$ cat src/rtl/rid_pkg.sv
package rid_pkg;
  localparam int BUS_W = 8;
  localparam int DEV_W = 5;
  localparam int FN_W  = 3;
  localparam int ID_W  = BUS_W + DEV_W + FN_W;
  localparam int TAG_W = 8;

  typedef struct packed {
    logic [BUS_W-1:0] bus;
    logic [DEV_W-1:0] dev;
    logic [FN_W-1:0]  fn;
  } rid_t;
endpackage

$ cat src/rtl/rid_capture.sv
module rid_capture
  import rid_pkg::*;
#(
  parameter logic [FN_W-1:0] FUNC_NUM = '0
) (
  input  logic             clk,
  input  logic             rst_n,
  input  logic             cfg_wr_valid,
  input  logic             cfg_wr_type0,
  input  logic [BUS_W-1:0] cfg_bus,
  input  logic [DEV_W-1:0] cfg_dev,
  output logic             id_valid,
  output rid_t             id
);
  logic             have_id;
  logic [BUS_W-1:0] bus_q;
  logic [DEV_W-1:0] dev_q;
  logic             take;

  assign take = cfg_wr_valid && cfg_wr_type0;

  always_ff @(posedge clk) begin
    if (!rst_n) begin
      have_id <= 1'b0;
      bus_q   <= '0;
      dev_q   <= '0;
    end else if (take) begin
      have_id <= 1'b1;
      bus_q   <= cfg_bus;
      dev_q   <= cfg_dev;
    end
  end

  assign id_valid = have_id;
  always_comb begin
    id.bus = bus_q;
    id.dev = dev_q;
    id.fn  = have_id ? FUNC_NUM : '0;
  end
endmodule

$ cat src/rtl/rid_tag_pool.sv
module rid_tag_pool
  import rid_pkg::*;
#(
  parameter int NUM_TAGS = 32
) (
  input  logic             clk,
  input  logic             rst_n,
  input  logic             alloc,
  input  logic             free_valid,
  input  logic [TAG_W-1:0] free_tag,
  output logic             avail,
  output logic [TAG_W-1:0] alloc_tag
);
  localparam int IDX_W = (NUM_TAGS > 1) ? $clog2(NUM_TAGS) : 1;

  logic [NUM_TAGS-1:0] busy_q;
  logic [NUM_TAGS-1:0] set_vec;
  logic [NUM_TAGS-1:0] clr_vec;
  logic [IDX_W-1:0]    first_free;
  logic                any_free;
  logic                free_in_range;

  always_comb begin
    first_free = '0;
    any_free   = 1'b0;
    for (int i = NUM_TAGS - 1; i >= 0; i--) begin
      if (!busy_q[i]) begin
        first_free = IDX_W'(i);
        any_free   = 1'b1;
      end
    end
  end

  assign free_in_range = (int'(free_tag) < NUM_TAGS);

  generate
    for (genvar g = 0; g < NUM_TAGS; g++) begin : g_slot
      assign set_vec[g] = alloc && any_free && (first_free == IDX_W'(g));
      assign clr_vec[g] = free_valid && free_in_range && busy_q[g]
                          && (free_tag == TAG_W'(g));
    end
  endgenerate

  always_ff @(posedge clk) begin
    if (!rst_n) busy_q <= '0;
    else        busy_q <= (busy_q & ~clr_vec) | set_vec;
  end

  assign avail     = any_free;
  assign alloc_tag = TAG_W'(first_free);
endmodule

$ cat src/rtl/rid_admit.sv
module rid_admit (
  input  logic req_valid,
  input  logic req_np,
  input  logic out_ready,
  input  logic id_valid,
  input  logic tag_avail,
  output logic out_valid,
  output logic req_ready,
  output logic np_fire
);
  logic admit;

  assign admit     = !req_np || (id_valid && tag_avail);
  assign out_valid = req_valid && admit;
  assign req_ready = out_ready && admit;
  assign np_fire   = req_valid && req_np && admit && out_ready;
endmodule

$ cat src/rtl/rid_gate_top.sv
module rid_gate_top
  import rid_pkg::*;
#(
  parameter int              ADDR_W   = 32,
  parameter int              NUM_TAGS = 32,
  parameter logic [2:0]      FUNC_NUM = 3'd0
) (
  input  logic              clk,
  input  logic              rst_n,
  input  logic              cfg_wr_valid,
  input  logic              cfg_wr_type0,
  input  logic [7:0]        cfg_bus,
  input  logic [4:0]        cfg_dev,
  input  logic              req_valid,
  output logic              req_ready,
  input  logic              req_np,
  input  logic [ADDR_W-1:0] req_addr,
  output logic              out_valid,
  input  logic              out_ready,
  output logic              out_np,
  output logic [ADDR_W-1:0] out_addr,
  output logic [15:0]       out_req_id,
  output logic [7:0]        out_tag,
  input  logic              cpl_valid,
  input  logic [15:0]       cpl_req_id,
  input  logic [7:0]        cpl_tag,
  output logic              id_valid,
  output logic [15:0]       comp_id
);
  rid_t             cur_id;
  logic             have_id;
  logic             tag_avail;
  logic             np_fire;
  logic             cpl_mine;
  logic [TAG_W-1:0] next_tag;

  rid_capture #(.FUNC_NUM(FUNC_NUM)) u_cap (
    .clk          (clk),
    .rst_n        (rst_n),
    .cfg_wr_valid (cfg_wr_valid),
    .cfg_wr_type0 (cfg_wr_type0),
    .cfg_bus      (cfg_bus),
    .cfg_dev      (cfg_dev),
    .id_valid     (have_id),
    .id           (cur_id)
  );

  assign cpl_mine = cpl_valid && have_id && (cpl_req_id == cur_id);

  rid_tag_pool #(.NUM_TAGS(NUM_TAGS)) u_tags (
    .clk        (clk),
    .rst_n      (rst_n),
    .alloc      (np_fire),
    .free_valid (cpl_mine),
    .free_tag   (cpl_tag),
    .avail      (tag_avail),
    .alloc_tag  (next_tag)
  );

  rid_admit u_admit (
    .req_valid (req_valid),
    .req_np    (req_np),
    .out_ready (out_ready),
    .id_valid  (have_id),
    .tag_avail (tag_avail),
    .out_valid (out_valid),
    .req_ready (req_ready),
    .np_fire   (np_fire)
  );

  assign out_np     = req_np;
  assign out_addr   = req_addr;
  assign out_req_id = cur_id;
  assign out_tag    = req_np ? next_tag : '0;
  assign id_valid   = have_id;
  assign comp_id    = cur_id;
endmodule

$ cat config.mk
export PLATFORM = sky130hd
export DESIGN_NAME = rid_gate_top
export DESIGN_NICKNAME = d
export VERILOG_FILES = /design/src/rtl/rid_pkg.sv /design/src/rtl/rid_capture.sv /design/src/rtl/rid_tag_pool.sv /design/src/rtl/rid_admit.sv /design/src/rtl/rid_gate_top.sv
export SDC_FILE = /design/constraint.sdc
export NUM_CORES = 1
export LEC_CHECK = 0
export BUFFER_PORTS_ARGS = -buffer_cell sky130_fd_sc_hd__buf_2
export CAP_MARGIN = 20
export CORE_ASPECT_RATIO = 0.5
export CORE_MARGIN = 3
export CORE_UTILIZATION = 49
export CTS_CLUSTER_DIAMETER = 50
export DETAILED_ROUTE_END_ITERATION = 10
export HOLD_SLACK_MARGIN = 0.12
export PLACE_DENSITY = 0.92
export SETUP_SLACK_MARGIN = 0.02
export SYNTH_ARGS = -nofsm -noshare
export SYNTH_HDL_FRONTEND = slang
export SYNTH_SLANG_ARGS = --single-unit
$ cat constraint.sdc
create_clock -name clk -period 3.5 [get_ports clk]
set_clock_uncertainty 0.2 [all_clocks]
set_input_delay 0.35 -clock clk [delete_from_list [all_inputs] [get_ports clk]]
set_output_delay 0.35 -clock clk [all_outputs]
set_load 0.03 [all_outputs]
After elaboration in Yosys (flattened, before gate mapping)

Index checks and enable logic that the tools add are counted.

Order comparisons: 1
Equal/unequal tests: 63
Mux-type cells: 65
Bitwise gates (word level): 3
Reductions and logical operators: 111

Operator list:

| kind                                                        | count |
|---|---|
| 2-to-1 mux 5 bit                                            | 33 |
| equality test 8 x 5 -> 1 bit (second input constant)        | 16 |
| logical AND 1 bit                                           | 107 |
| equality test 5 bit (second input constant)                 | 16 |
| equality test 8 x 4 -> 1 bit (second input constant)        | 8 |
| equality test 5 x 4 -> 1 bit (second input constant)        | 8 |
| bitwise AND 32 bit                                          | 1 |
| equality test 8 x 3 -> 1 bit (second input constant)        | 4 |
| 2-to-1 mux 1 bit                                            | 32 |
| inverter 32 bit                                             | 1 |
| OR 32 bit                                                   | 1 |
| equality test 5 x 3 -> 1 bit (second input constant)        | 4 |
| equality test 16 bit                                        | 1 |
| equality test 8 x 2 -> 1 bit (second input constant)        | 2 |
| equality test 5 x 2 -> 1 bit (second input constant)        | 2 |
| equality test 8 x 1 -> 1 bit (second input constant)        | 1 |
| zero test 8 bit                                             | 1 |
| less-than comparator 8 x 6 -> 1 bit (second input constant) | 1 |
| equality test 5 x 1 -> 1 bit (second input constant)        | 1 |
| zero test 5 bit                                             | 1 |
| zero test 1 bit                                             | 1 |
| logical OR 1 bit                                            | 1 |

Bits in registers: 46
Input port bits: 77
Output and inout bits: 76
Logic and storage cells: 247

Logic depth before layout (Yosys ltp)

Gate-level depths: netlist of run 1.

Depth after elaboration: 39
Mapped depth: 7
Gate-level depth less buffers: 6

Cells and area by module

Synthesis of run 1 repeated with hierarchy kept, for this count alone.

Cells, all modules: 366
Area, all modules: 2984.1 sq um

Modules (own cells, without submodules):

| module       | instances | cells an instance | area an instance (sq um) | sequential area each (sq um) |
|---|---|---|---|---|
| rid_tag_pool | 1         | 217               | 1789.2                   | 640.6 |
| rid_gate_top | 1         | 79                | 601.8                    | 0.0 |
| rid_capture  | 1         | 65                | 559.3                    | 280.3 |
| rid_admit    | 1         | 5                 | 33.8                     | 0.0 |

Least setup slack after synthesis of run 1

OpenSTA, ideal clock, no wires.

Path type: reg-to-output
Start point: register u_tags.busy_q[11]
End point: output port out_tag[4]
Data arrival time: 1.706 ns
Data required time: 2.950 ns
Path slack: 1.244 ns
Stages on the path, launching flop included: 5
Buffers on the path: 0
Cell sequence: dfxtp_1 nand4_1 nor3_1 nand2_1 nor3b_1

Longest elaborated chain between the ends: 13

Ends and longest elaborated chain:

| what                            | line               | RTL |
|---|---|---|
| start, declared                 | rid_tag_pool.sv:16 | `logic [NUM_TAGS-1:0] busy_q;` |
| start signal, assigned          | rid_tag_pool.sv:46 | `else busy_q <= (busy_q & ~clr_vec) \| set_vec;` |
| 2-to-1 mux 5 bit (12 in series) | rid_tag_pool.sv:27 | `if (!busy_q[i]) begin` |
| 2-to-1 mux 5 bit                | rid_gate_top.sv:74 | `assign out_tag = req_np ? next_tag : '0;` |
| end, declared                   | rid_gate_top.sv:23 | `output logic [7:0] out_tag,` |

No other way between the ends.

Final worst setup path of run 1

Start point: register u_tags.busy_q[6]
End point: output port out_tag[0]

Longest elaborated chain between the ends: 8

Ends and longest elaborated chain:

| what                           | line |
|---|---|
| 2-to-1 mux 5 bit (7 in series) | rid_tag_pool.sv:27 |
| 2-to-1 mux 5 bit               | rid_gate_top.sv:74 |

No other way between the ends.

==> flow_metrics.py, run 1 <==
metrics = {
    "status": {
        "status": "finished, final reports clean",
    },
    "routing": {
        "drt-initial-drc-count": 386,
        "num_vias": 3059,
        "ant_nets": 0,
        "drt_pre_antenna_iters": 5,
        "drcViolationCount": 0,
        "wl_mm": 8.83,
        "viasPerCell": 6.19,
        "post_drt_wl_per_cell_um": 17.9,
    },
    "grt": {
        "grt_max_degree": 22,
        "grt-ovfl-total": 0,
        "grt_pass1_wl_mm": 13.7,
        "antenna_found_initial": 0,
        "grt.total_usage_pct": 25.1,
        "grt_pass1_vias": 2754,
    },
    "job": {
        "cap_violations": 0,
    },
    "clocking": {
        "cts_tree": "built",
        "cts_buffers": 5,
        "clock_latency_ns": 0.30,
        "cts_resized": 0,
        "cts_max_level": 2,
        "cts-root-buf": "clkbuf_16",
        "post_cts_buffers": 0,
        "clk_pin_slew_ns": 0.07,
        "cts.hold.buffers_added": 13,
        "clockBufferDepth": 2,
        "cts.sinks": 46,
    },
    "synthesis": {
        "synth_top_family_by_area": "simple AND/OR/NAND/NOR gates",
        "synth_fa_ha_area_share_pct": 0,
        "synth-edff-count": 0,
        "synthXorXnorAreaFrac_pct": 3.90,
        "synth_top_cell_area_share_pct": 31.6,
        "syn_area_per_cell_um2": 7.78,
        "synthSimpleGateAreaFrac_pct": 25.7,
        "synth_compound_area_share_pct": 22.3,
        "yosysUniqueCellTypes": 52,
        "yosys_warnings": 0,
        "syn_area_mm2": 0.00292,
        "synth_top_area_cell": "dfxtp_1",
        "synth_seq_area_share_pct": 31.6,
        "ys.flop_type": "dfxtp_1",
        "synth_seq_cells": 46,
        "yosys-top-cells-area": "dfxtp_1 32%, buf_4 14%, o211ai_1 8.0%, nand2_1 7.9%, o21ai_1 4.6%",
        "netlist_instances": 375,
        "async_reset_ff_share_pct": 0,
        "synth_mux_area_share_pct": 0,
    },
    "layout": {
        "fin_area_mm2": 0.00329,
        "final_cells": 494,
        "antenna_cells": 0,
        "finish.net_count": 497,
        "area_growth_pct": 12.8,
        "nFillCells": 478,
        "drive_above_1_share_pct": 23.3,
    },
    "place": {
        "gp_congestion": 0.954,
        "dp.cells": 473,
        "portBuffers": 79,
        "dpl-instance-area_mm2": 0.00299,
        "dpl.hpwl_mm": 6.30,
        "post-place-ws_ns": 1.07,
    },
    "worst_setup_path": {
        "cp.arrival_ns": 2.18,
        "path_max_fanout": 8,
        "crit_type": "reg2out",
        "cp.required_ns": 2.95,
        "cp-end-kind": "primary output",
        "cp-start-kind": "register",
    },
    "sta": {
        "setup_viol": 0,
        "tightestPinTransition_ns": 0.732,
        "rsz0062_at_grt": "false",
        "layout_worst_path_cycle_share_pct": 77.9,
        "fin_ws_ns": 0.773,
        "slew_headroom_pct": 51.2,
        "period_needed_ns": 2.73,
        "setup_tns_ns": 0,
        "max_freq_mhz": 367,
        "whs_ns": 0.290,
        "drv_slew": 0,
        "hold_violations": 0,
    },
    "min_path": {
        "holdCritPathClass": "reg2reg",
    },
    "pwr": {
        "peakVddDrop_v": 0.000263,
        "p_per_area_mw_per_mm2": 380,
        "p_leak_nw": 1.19,
    },
    "floorplan": {
        "die_area_mm2": 0.00697,
        "coreArea_mm2": 0.00561,
        "num_rows": 19,
        "fp.dieH_um": 60.6,
        "die_w_um": 115,
        "start_util_pct": 52.0,
        "ios": 153,
    },
}
## layout by cell type, fill, tap and decap left out, types with 3 or more instances in the layout
master,n
a21oi_1,19
buf_2,79
inv_1,5
nand4_1,21
nand3b_1,6
o211ai_1,31
dlygate4sd3_1,13
o21ai_0,4
clkbuf_16,5
nand3_1,9
dfxtp_1,46
nand2_1,61
conb_1,9
nor3_1,3
o31ai_1,6
nand2b_1,3
xnor2_1,13
nor2_1,14
nor2b_1,3
o21ai_1,27
## power breakdown
part | internal, mW | total (mW) | switching, mW
clock network | 0.337 | 0.542 | 0.205
registers | 0.531 | 0.542 | 0.0103
logic | 0.0593 | 0.168 | 0.108
total | 0.928 | 1.25 | 0.323
## cell families (layout without fill, tap and decap cells)
logic type | count (synthesis) | in the layout
other | 1 | 9
xor gates and xnor gates | 13 | 13
AOI/OAI and AO/OA | 102 | 102
and+or+nand+nor | 143 | 143
buffers and inverters | 70 | 108
DFF | 46 | 46
## metal layers
layer  share of wire [%]  global-route usage, %  vias up
met5                   0                      0        -
met4                 3.7                   12.0        0
met3                  12                   6.08       44
met2                  47                   42.7      253
met1                  38                   30.7     1370
li1                    -                      -     1392
## critical path, stage by stage, from the launching register on
cell and delay, ns:
dfxtp_1 0.39, nand2_1 0.07, o2111a_1 0.30, o22a_1 0.27, nand2_1 0.12, nand3_1 0.33
nor2_1 0.18, buf_2 0.22
## layout make-up
cell class                 count  area [um2]  area share, %
clock buffer                   6         129           3.92
clock inverter                 2        37.5           1.14
inverter                       6        22.5          0.685
multi-input combinational    267        1550           47.1
sequential                    46         921           28.0
tap                           73        91.3           2.78
timing repair buffer          94         541           16.4
## state kept, by name (all words and copies together) (netlist names)
register and cells:
u_cap.id_valid 1, u_cap.dev_q 5, u_cap.bus_q 8, u_tags.busy_q 32
## synthesized netlist by cell type, types with 3 or more instances
cell      number
dfxtp_1       46
nor2_1        14
o21ai_1       27
nand3_1        9
o31ai_1        6
o211ai_1      31
nand2b_1       3
clkbuf_1       6
nand3b_1       6
a21oi_1       19
inv_1          5
buf_4         55
nor3_1         3
o21ai_0        4
nand2_1       61
nor2b_1        3
nand4_1       21
xnor2_1       13
## worst paths after layout
path                                       start           endpoint  cells after the start  slack, ns
worst min-delay path              u_cap.bus_q[2]     u_cap.bus_q[2]                      2       0.29
worst max-delay path            u_tags.busy_q[6]         out_tag[0]                      7       0.77
worst min register to register    u_cap.bus_q[2]     u_cap.bus_q[2]                      2       0.29
worst max register to register    u_cap.id_valid  u_tags.busy_q[29]                      6       1.10
## per-stage QoR
stage,util (%),total power [mW]
3_3_place_gp,53.3,0.704
2_1_floorplan,-,0.731
3_5_place_dp,53.3,0.705
4_1_cts,58.6,1.24
6_report,58.6,1.25
5_1_grt,58.6,1.28
Note: power is estimated with default switching activity, not from simulation.
==> run 2, diff against run 1 <==
- CORE_UTILIZATION: 49 -> 46
- PLACE_DENSITY: 0.92 -> 0.87
- clock period: 3.5 -> 2.77 ns (I/O delays scaled with it)
==> flow_metrics.py, run 2 (synthesis results as in run 1) <==
metrics = {
    "clocking": {
        "cts_tree": "built",
        "clk_pin_slew_ns": 0.06,
        "clockBufferDepth": 2,
        "cts_buffers": 5,
        "post_cts_buffers": 0,
        "cts.sinks": 46,
        "cts-root-buf": "clkbuf_16",
        "clock_latency_ns": 0.29,
        "cts_max_level": 2,
    },
    "pwr": {
        "peakVddDrop_v": 0.000292,
        "p_switching_mw": 0.411,
        "p_per_area_mw_per_mm2": 476,
        "p_clk_share_pct": 43.2,
        "combPwrFrac_pct": 13.7,
        "seq_power_share_pct": 43.1,
        "p_int_mw": 1.17,
        "sw_frac_of_total_pct": 25.9,
        "p_leak_nw": 1.21,
    },
    "floorplan": {
        "die_area_mm2": 0.00739,
        "fp.dieH_um": 62.3,
        "die_w_um": 119,
        "coreArea_mm2": 0.00580,
        "ios": 153,
        "start_util_pct": 50.3,
        "num_rows": 19,
    },
    "sta": {
        "period_needed_ns": 2.45,
        "max_freq_mhz": 408,
        "hold_violations": 0,
        "layout_worst_path_cycle_share_pct": 88.5,
        "setup_viol": 0,
        "setup_tns_ns": 0,
        "tightestPinTransition_ns": 0.740,
        "drv_slew": 0,
        "slew_headroom_pct": 50.6,
        "rsz0062_at_grt": "false",
    },
    "grt": {
        "grt_max_degree": 35,
        "grt_pass1_vias": 2780,
        "grt-ovfl-total": 0,
        "antenna_found_initial": 0,
        "grt_pass1_wl_mm": 14.3,
        "grt.total_usage_pct": 23.8,
    },
    "routing": {
        "drt_pre_antenna_iters": 5,
        "viasPerCell": 6.02,
        "wl_mm": 9.24,
        "post_drt_wl_per_cell_um": 18.2,
        "drt-initial-drc-count": 432,
        "drcViolationCount": 0,
        "ant_nets": 0,
        "num_vias": 3057,
    },
    "worst_setup_path": {
        "crit_type": "reg2reg",
        "reg2reg_from": "u_cap.id_valid",
        "worst-r2r-cell-count": 6,
        "cp-end-kind": "register",
        "r2r_slack_ns": 0.32,
        "cp.arrival_ns": 2.40,
        "regToRegEndpoint": "u_tags.busy_q[22]",
        "cp.required_ns": 2.72,
        "cp-start-kind": "register",
        "path_max_fanout": 8,
    },
    "place": {
        "gp_congestion": 1.07,
        "dpl.hpwl_mm": 6.73,
        "portBuffers": 79,
        "dpl-instance-area_mm2": 0.00303,
        "dp.cells": 487,
    },
    "layout": {
        "area_growth_pct": 14.2,
        "largest_register_ffs": 32,
        "regMostFlops": "u_tags.busy_q",
        "nFillCells": 505,
        "finish.net_count": 500,
        "reg_top3": "u_tags.busy_q x32, u_cap.bus_q x8, u_cap.dev_q x5",
        "final_cells": 508,
        "final_cell_mix": "79 x buf_2, 61 x nand2_1, 46 x dfxtp_1, 31 x o211ai_1, 27 x o21ai_1",
        "fin_area_mm2": 0.00333,
        "seq_area_um2": 921,
        "multi_input_comb_area_mm2": 0.00155,
        "antenna_cells": 0,
        "drive_above_1_share_pct": 24.1,
        "final_common_cell": "buf_2",
    },
    "job": {
        "cap_violations": 0,
    },
    "min_path": {
        "min_from": "cpl_tag[3]",
        "holdCritPathClass": "in2reg",
        "worstHoldEndpoint": "u_tags.busy_q[16]",
        "hold_depth": 5,
    },
    "status": {
        "status": "finished, final reports clean",
    },
}
[run 2: cell count changes in the layout (fill, tap and decap cells not counted)]
cell / change
nor3_2: +1
buf_4: +3
nor3_1: -1
[run 2: stage by stage]
stage | hold slack, ns | power, mW | setup slack (ns) | utilization [%]
after global placement | 0.278 | 0.893 | 0.406 | 52.2
after CTS | 0.268 | 1.57 | 0.185 | 57.3
after detailed placement | 0.294 | 0.894 | 0.362 | 52.2
after global routing | 0.304 | 1.63 | 0.200 | 57.4
final | 0.287 | 1.59 | 0.319 | 57.4
after floorplan | 0.213 | 0.924 | 0.587 | -
[run 2: power groups by stage]
stage                     registers (mW)  logic (mW)  clock network, mW
after global routing               0.684       0.230              0.712
after floorplan                    0.715       0.209                  0
after detailed placement           0.698       0.196                  0
after CTS                          0.684       0.211              0.678
final                              0.683       0.217              0.686
after global placement             0.698       0.195                  0
[run 2: timing repair]
item                                    in CTS  in global routing
resized for setup                            0                  1
endpoints found under the setup margin       0                  2
hold buffers                                13                  0
endpoints found under the hold margin       13                  0
[run 2: worst max path at each step]
stage                         to  slack (ns)               from
3_5_place_dp   u_tags.busy_q[13]        0.36         cpl_tag[7]
3_3_place_gp    u_tags.busy_q[6]        0.41         cpl_tag[5]
5_1_grt                req_ready        0.20  u_tags.busy_q[11]
4_1_cts                out_valid        0.19  u_tags.busy_q[11]
6_report       u_tags.busy_q[22]        0.32     u_cap.id_valid
2_1_floorplan         out_tag[4]        0.59  u_tags.busy_q[11]
[run 2: per-layer routing]
metal / part of all wire (%) / GRT usage [%]
met1: 38 / 29.1
met2: 45 / 38.8
met3: 13 / 7.16
met4: 4.0 / 11.1
met5: 0 / 0
[run 2: worst max-delay path, stage by stage (launching register included)]
cell      delay (ns)
dfxtp_1         0.33
nor4b_2         0.29
nand4_1         0.15
nor4_2          0.54
nand3b_1        0.38
o211ai_1        0.32
o21ai_1         0.11
[run 2: area by class of cell]
type	count	area share (%)
Clock buffer	6	3.87
Clock inverter	2	1.13
Inverter	6	0.676
Multi-Input combinational cell	267	46.6
Sequential cell	46	27.6
Tap cell	84	3.16
Timing Repair Buffer	97	16.9
==> run 3, diff against run 2 <==
- CORE_MARGIN: 3 -> 2
- REMOVE_ABC_BUFFERS: unset -> 1
==> flow_metrics.py, run 3 (synthesis results as in run 1) <==
metrics = {
    "floorplan": {
        "fp.dieH_um": 60.3,
        "die_w_um": 117,
        "coreArea_mm2": 0.00611,
        "num_rows": 20,
        "start_util_pct": 47.8,
        "die_area_mm2": 0.00703,
        "ios": 153,
    },
    "routing": {
        "drt-initial-drc-count": 351,
        "drt_pre_antenna_iters": 5,
        "num_vias": 3045,
        "drcViolationCount": 0,
        "post_drt_wl_per_cell_um": 17.8,
        "ant_nets": 0,
        "wl_mm": 9.10,
        "viasPerCell": 5.97,
    },
    "layout": {
        "final_common_cell": "buf_2",
        "largest_register_ffs": 32,
        "drive_above_1_share_pct": 23.5,
        "finish.net_count": 498,
        "reg_top3": "u_tags.busy_q x32, u_cap.bus_q x8, u_cap.dev_q x5",
        "regMostFlops": "u_tags.busy_q",
        "area_growth_pct": 13.0,
        "nFillCells": 569,
        "final_cell_mix": "79 x buf_2, 61 x nand2_1, 46 x dfxtp_1, 31 x o211ai_1, 27 x o21ai_1",
        "antenna_cells": 0,
    },
    "sta": {
        "setup_tns_ns": 0,
        "drv_slew": 0,
        "slew_headroom_pct": 48.4,
        "rsz0062_at_grt": "false",
        "layout_worst_path_cycle_share_pct": 91.7,
        "period_needed_ns": 2.54,
        "setup_viol": 0,
        "hold_violations": 0,
        "tightestPinTransition_ns": 0.770,
        "max_freq_mhz": 394,
    },
    "pwr": {
        "p_leak_nw": 1.19,
        "peakVddDrop_v": 0.000272,
        "p_per_area_mw_per_mm2": 454,
        "p_total_mw": 1.50,
    },
    "worst_setup_path": {
        "cp.arrival_ns": 2.06,
        "cp.required_ns": 2.29,
        "path_max_fanout": 7,
        "cp-end-kind": "primary output",
        "r2r_slack_ns": 0.43,
        "crit_type": "reg2out",
        "cp-start-kind": "register",
    },
    "grt": {
        "grt_pass1_wl_mm": 14.0,
        "grt-ovfl-total": 0,
        "grt.total_usage_pct": 26.7,
        "antenna_found_initial": 0,
        "grt_pass1_vias": 2554,
        "grt_max_degree": 20,
    },
    "place": {
        "gp_congestion": 0.989,
        "portBuffers": 79,
        "dpl.hpwl_mm": 6.88,
    },
    "min_path": {
        "holdCritPathClass": "in2reg",
    },
    "clocking": {
        "cts_buffers": 5,
        "clock_latency_ns": 0.28,
        "cts.sinks": 46,
        "post_cts_buffers": 0,
        "cts_resized": 0,
        "cts_max_level": 2,
        "cts.hold.buffers_added": 13,
        "clockBufferDepth": 2,
        "cts-root-buf": "clkbuf_16",
        "clk_pin_slew_ns": 0.06,
        "cts_tree": "built",
    },
    "status": {
        "status": "finished, final reports clean",
    },
    "job": {
        "cap_violations": 0,
    },
}
==> run 3: where the power goes <==
part / total (mW) / switching, mW / internal [mW]
sequential: 0.684 / 0.0121 / 0.671
combinational: 0.209 / 0.133 / 0.0752
clock: 0.603 / 0.245 / 0.358
total: 1.50 / 0.391 / 1.10
==> run 3: metrics by stage <==
step	cells	util [%]	hold slack [ns]	setup slack, ns	area, um2
final	510	54.0	0.227	0.230	3300
after detailed placement	489	49.4	0.291	0.466	3020
after global routing	510	54.0	0.267	0.0860	3300
after CTS	510	54.0	0.220	0.272	3300
after floorplan	319	-	0.213	0.489	2490
after global placement	489	49.4	0.278	0.463	3020
==> run 3: final cells by class <==
| type | count | area, um2 | area share (%) |
|---|---|---|---|
| tap | 88 | 110 | 3.34 |
| timing repair buffer | 95 | 548 | 16.6 |
| multi-input combinational | 267 | 1550 | 46.9 |
| inverter | 6 | 22.5 | 0.683 |
| clock inverter | 1 | 5.00 | 0.152 |
| sequential | 46 | 921 | 27.9 |
| clock buffer | 7 | 143 | 4.33 |
==> run 3: layer usage <==
layer	share of wire, %	track usage [%]	routed length [um]	vias up
met4	1.5	5.71	132	2
met3	15	12.3	1390	15
li1	-	-	-	1390
met1	42	35.8	3810	1404
met5	0.30	3.33	27	-
met2	41	39.4	3730	234
==> run 3: critical path: stages, from the launching register on <==
cell and delay, ns:
dfxtp_1 0.44, nand4_1 0.12, nor3_1 0.45, nand2_1 0.19
o21ai_1 0.16, nand2_1 0.08, and2_1 0.15, buf_2 0.17
==> run 3: worst paths after layout <==
check	startpoint	to	depth (start not counted)
max reg2reg	u_cap.id_valid	u_tags.busy_q[20]	6
min	rst_n	u_tags.busy_q[0]	3
max	u_tags.busy_q[11]	out_valid	7
min reg2reg	u_cap.bus_q[0]	u_cap.bus_q[0]	2
